File: config.mk
export PLATFORM = sky130hd
export DESIGN_NAME = fault_qual_filter
export DESIGN_NICKNAME = d
export VERILOG_FILES = /design/src/rtl/fqf_pkg.sv /design/src/rtl/fqf_strobe_window.sv /design/src/rtl/fqf_run_qualifier.sv /design/src/rtl/fault_qual_filter.sv
export SDC_FILE = /design/constraint.sdc
export NUM_CORES = 1
export LEC_CHECK = 0
export BUFFER_PORTS_ARGS = -buffer_cell sky130_fd_sc_hd__buf_2
export CAP_MARGIN = 25
export CORE_MARGIN = 2
export CORE_UTILIZATION = 35
export CTS_CLUSTER_SIZE = 12
export DETAILED_ROUTE_END_ITERATION = 7
export PLACE_DENSITY = 0.49
export SKIP_LAST_GASP = 1
export SLEW_MARGIN = 20
export SYNTH_ARGS = -nofsm -noshare
export SYNTH_HDL_FRONTEND = slang
export SYNTH_HIERARCHICAL = 1
export SYNTH_SLANG_ARGS = --single-unit
File: constraint.sdc
create_clock -name clk -period 2 [get_ports clk]
set_clock_uncertainty 0.2 [all_clocks]
set_input_delay 0.1 -clock clk [delete_from_list [all_inputs] [get_ports clk]]
set_output_delay 0.1 -clock clk [all_outputs]
set_load 0.1 [all_outputs]
File: src/rtl/fqf_pkg.sv
`timescale 1ns/1ps
package fqf_pkg;

   typedef enum logic {
      QUAL_PULSE = 1'b0,
      QUAL_LATCH = 1'b1
   } qual_mode_e;

   function automatic int cnt_width(input int max_value);
      return (max_value < 2) ? 1 : $clog2(max_value + 1);
   endfunction

endpackage

File: src/rtl/fqf_strobe_window.sv
`timescale 1ns/1ps
module fqf_strobe_window #(
   parameter int DELAY = 5,
   parameter int LEN   = 22
) (
   input  logic clk,
   input  logic rst_n,
   input  logic gate_on,
   output logic strobe
);
   localparam int LAST = DELAY + LEN;
   localparam int CW   = fqf_pkg::cnt_width(LAST);
   localparam logic [CW-1:0] OPEN_AT  = CW'(DELAY);
   localparam logic [CW-1:0] CLOSE_AT = CW'(LAST);
   localparam logic [CW-1:0] ONE      = CW'(1);

   logic          gate_q;
   logic [CW-1:0] off_cnt_q;
   logic          gate_fall;

   assign gate_fall = gate_q & ~gate_on;

   always_ff @(posedge clk) begin
      if (!rst_n) begin
         gate_q    <= 1'b0;
         off_cnt_q <= '0;
      end else begin
         gate_q <= gate_on;
         if (gate_on) begin
            off_cnt_q <= '0;
         end else if (gate_fall) begin
            off_cnt_q <= ONE;
         end else if ((off_cnt_q != '0) && (off_cnt_q < CLOSE_AT)) begin
            off_cnt_q <= off_cnt_q + ONE;
         end
      end
   end

   assign strobe = ~gate_on && (off_cnt_q >= OPEN_AT) && (off_cnt_q < CLOSE_AT);

endmodule

File: src/rtl/fqf_run_qualifier.sv
`timescale 1ns/1ps
module fqf_run_qualifier #(
   parameter int                  RUN  = 4,
   parameter fqf_pkg::qual_mode_e MODE = fqf_pkg::QUAL_PULSE
) (
   input  logic clk,
   input  logic rst_n,
   input  logic clr,
   input  logic cycle_start,
   input  logic sample,
   output logic busy,
   output logic fire
);
   localparam int CW = fqf_pkg::cnt_width(RUN);
   localparam logic [CW-1:0] RUN_LAST = CW'(RUN - 1);
   localparam logic [CW-1:0] ONE      = CW'(1);

   // Trip seen in the oscillator cycle in progress; samples taken in the
   // cycle_start clock belong to the new cycle.
   logic hit_q;

   always_ff @(posedge clk) begin
      if (!rst_n) begin
         hit_q <= 1'b0;
      end else if (clr) begin
         hit_q <= 1'b0;
      end else if (cycle_start) begin
         hit_q <= sample;
      end else begin
         hit_q <= hit_q | sample;
      end
   end

   generate
      if (MODE == fqf_pkg::QUAL_LATCH) begin : g_latch
         logic [CW-1:0] run_q;
         logic          latched_q;

         always_ff @(posedge clk) begin
            if (!rst_n) begin
               run_q     <= '0;
               latched_q <= 1'b0;
            end else if (clr) begin
               run_q     <= '0;
               latched_q <= 1'b0;
            end else if (cycle_start && !latched_q) begin
               if (hit_q) begin
                  if (run_q == RUN_LAST) begin
                     run_q     <= '0;
                     latched_q <= 1'b1;
                  end else begin
                     run_q <= run_q + ONE;
                  end
               end else begin
                  run_q <= '0;
               end
            end
         end

         assign busy = (run_q != '0);
         assign fire = latched_q;
      end else begin : g_pulse
         logic [CW-1:0] run_q;
         logic          pulse_q;

         always_ff @(posedge clk) begin
            if (!rst_n) begin
               run_q   <= '0;
               pulse_q <= 1'b0;
            end else if (clr) begin
               run_q   <= '0;
               pulse_q <= 1'b0;
            end else begin
               pulse_q <= 1'b0;
               if (cycle_start) begin
                  if (hit_q) begin
                     if (run_q == RUN_LAST) begin
                        run_q   <= '0;
                        pulse_q <= 1'b1;
                     end else begin
                        run_q <= run_q + ONE;
                     end
                  end else begin
                     run_q <= '0;
                  end
               end
            end
         end

         assign busy = (run_q != '0);
         assign fire = pulse_q;
      end
   endgenerate

endmodule

File: src/rtl/fault_qual_filter.sv
`timescale 1ns/1ps
module fault_qual_filter #(
   parameter int STROBE_DELAY = 5,
   parameter int STROBE_LEN   = 22,
   parameter int OVP_RUN      = 4,
   parameter int OCP_RUN      = 2
) (
   input  logic clk,
   input  logic rst_n,
   input  logic cycle_start,
   input  logic gate_on,
   input  logic ovp_trip,
   input  logic ocp_trip,
   input  logic supply_clr,
   output logic fault_warn,
   output logic ovp_fault,
   output logic ocp_shutdown
);

   if (STROBE_DELAY < 1) begin : g_bad_delay
      $error("fault_qual_filter: STROBE_DELAY must be at least 1");
   end
   if (STROBE_LEN < 1) begin : g_bad_len
      $error("fault_qual_filter: STROBE_LEN must be at least 1");
   end
   if (OVP_RUN < 1 || OCP_RUN < 1) begin : g_bad_run
      $error("fault_qual_filter: run lengths must be at least 1");
   end

   logic strobe;
   logic ovp_sample;
   logic ocp_sample;
   logic ovp_busy;

   fqf_strobe_window #(
      .DELAY (STROBE_DELAY),
      .LEN   (STROBE_LEN)
   ) u_strobe (
      .clk     (clk),
      .rst_n   (rst_n),
      .gate_on (gate_on),
      .strobe  (strobe)
   );

   assign ovp_sample = ovp_trip & strobe;
   assign ocp_sample = ocp_trip & gate_on;

   fqf_run_qualifier #(
      .RUN  (OVP_RUN),
      .MODE (fqf_pkg::QUAL_PULSE)
   ) u_ovp (
      .clk         (clk),
      .rst_n       (rst_n),
      .clr         (1'b0),
      .cycle_start (cycle_start),
      .sample      (ovp_sample),
      .busy        (ovp_busy),
      .fire        (ovp_fault)
   );

   fqf_run_qualifier #(
      .RUN  (OCP_RUN),
      .MODE (fqf_pkg::QUAL_LATCH)
   ) u_ocp (
      .clk         (clk),
      .rst_n       (rst_n),
      .clr         (supply_clr),
      .cycle_start (cycle_start),
      .sample      (ocp_sample),
      .busy        (fault_warn),
      .fire        (ocp_shutdown)
   );

endmodule

==> impl_results.md <==
* Status: completed
* DR WL met2 at 721 um
* Tcrit/Tclk final at 88.4%
* M1 wire length at 759 um
* CTS Buf Count at 3
* WL per Instance at 10.8 um
* Setup violation total in the final timing report at 0
* Seq pwr share at 56.8%
* Net switching power at 133 uW
* Met3 WL at 37 um
* Pleak at 0.000423 uW
* Num rows at 17
* Die W at 53.6 um
* Drt pass-1 iters at 4
* Pwr dens at 514 nW/um^2
* Post_cts resized at 0
* CTS tree: built
* Clk_lat worst skew at 290 ps
* Worst Path Required at 2040 ps
* Starting Density at 37.9%
* Routability Congestion at 0.754
* Measured slew at the worst slew-check pin at 583 ps
* Post-DP HPWL at 1110 um
* Chip height at 53.6 um
* Hold WC Path Type: reg2reg
* Startpoint types: flip-flop
* Internal power at 405 uW
* Min Tclk post-route at 1770 ps
* Switching Fraction at 24.7%
* Nets at 127
* Routed wire length at 1540 um
* Largest net degree at the start of global routing at 11
* Mapped Cells at 91
* Port Buffer Count at 9
* CTS Sinks at 15
* Netlist Area Pre-Place at 862 sq um
* RSZ-0062 raised after global routing: false
* Clk pwr share at 33.4%
* DRT antenna net count at 0
* Worst Path Max Fanout at 4
* Vias in the first global route at 619
* Comb power frac at 9.7%
* GRT overflow at 0
* Final Max Tran Viols at 0
* Uppermost layer routed: met4
* DRT iter0 DRCs at 10
* First-pass GRT wire length at 2680 um
* Core area at 2280 sq um
* Placed cell areas at 930 sq um
* Num ports at 10
* Max Cap Violations at 0
* Relative slew slack at 61.0%
* Ys Warns at 6
* N_diodes at 0
* Maximum VDD drop at 308 uV
* Number of vias per cell at 4.62
* Clock root cell: clkbuf_4
* Syn Area/Cell at 9.47 sq um
* Area Overhead vs Synth at 21.5%
* Util after Layout at 46.0%
* PnR Total Power at 538 uW
* Clk slew on worst S/H paths at 100 ps
* GRT Total Usage at 12.9%
* Fmax at 566 MHz
* Die area at 2880 sq um
* CTS Buffer Depth at 2
* H-tree levels at 1
* Finished Cell Area at 1050 sq um
* Initial antenna violation count at 0
* Crit. End Element: flip-flop
* WP data arrival at 1810 ps
* Critical path class: reg2reg
* Vias at 656
* Layout cell share with drive strength beyond 1 at 20.2%
* Setup TNS at 0 ps
* DRC at 0
* Fin. Hold Viols at 0
[power groups by stage]
stage | Clock [uW] | Sequential, uW | Combinational [uW]
detailed placement | 0 | 312 | 41.7
floorplan | 0 | 311 | 26.4
CTS | 196 | 306 | 53.0
global route | 209 | 306 | 59.5
global placement | 0 | 312 | 41.6
finish | 180 | 306 | 52.4
[worst max-delay path: stages (launching register included)]
cell and delay (ps):
dfxtp_1 350, ha_1 230, nand2b_1 140, a211oi_1 220, dlygate4sd3_1 570
[path summary, 6_finish.rpt]
check                                                         start  slack (ps)  cells after the start                             endpoint
worst max-delay path            u_ovp/g_pulse.run_q[0]$_SDFFE_PP0P_         230                      4  u_ovp/g_pulse.run_q[2]$_SDFFE_PP0P_
worst min-delay path            u_ocp/g_latch.run_q[1]$_SDFFE_PP0P_         290                      2  u_ocp/g_latch.run_q[1]$_SDFFE_PP0P_
worst max register to register  u_ovp/g_pulse.run_q[0]$_SDFFE_PP0P_         230                      4  u_ovp/g_pulse.run_q[2]$_SDFFE_PP0P_
worst min register to register  u_ocp/g_latch.run_q[1]$_SDFFE_PP0P_         290                      2  u_ocp/g_latch.run_q[1]$_SDFFE_PP0P_
[cell usage in the layout, fill, tap and decap left out, types with 2 or more instances in the layout]
master / count
a211oi_1: 2
a21oi_1: 2
a311oi_1: 2
a31oi_1: 3
and2_1: 3
buf_2: 9
clkbuf_4: 3
conb_1: 5
dfxtp_1: 15
dlygate4sd3_1: 9
ha_1: 5
inv_1: 12
mux2i_1: 2
nand2_1: 4
nand2b_1: 6
nand4b_1: 2
nand4bb_1: 3
nor2_1: 6
nor3_1: 2
o31ai_1: 2
[registers in the layout, summed over array words and instances, names as in the netlist]
register and flops:
u_ocp/fire 1, u_ocp/g_latch.run_q 2, u_ocp/hit_q 1, u_ovp/fire 1, u_ovp/g_pulse.run_q 3, u_ovp/hit_q 1, u_strobe/gate_q 1, u_strobe/off_cnt_q 5
[metrics by stage]
step,setup WS [ps],cells,hold slack [ps]
after global placement,284,129,198
final,233,142,287
after CTS,231,142,288
after global routing,124,142,309
after floorplan,297,95,-8.80
after detailed placement,233,129,201
[area by class of cell]
type	count	area, sq um
Multi-Input combinational cell	65	504
Inverter	12	45.0
Clock buffer	3	22.5
Tap cell	28	35.0
Fill cell	232	1230
Clock inverter	1	5.00
Timing Repair Buffer	18	135
Sequential cell	15	300
[repair_timing]
| item | in CTS | in global routing |
|---|---|---|
| endpoints found under the setup margin | 0 | 0 |
| hold buffers | 9 | 0 |
| endpoints found under the hold margin | 13 | 0 |
| setup buffers | 0 | 0 |
[metal layers]
metal  track usage, %  vias up
met5                0        -
met4             5.13        0
met2             20.8        5
met1             15.9      289
li1                 -      360
met3             4.17        2
Note: power is estimated with default switching activity, not from simulation.
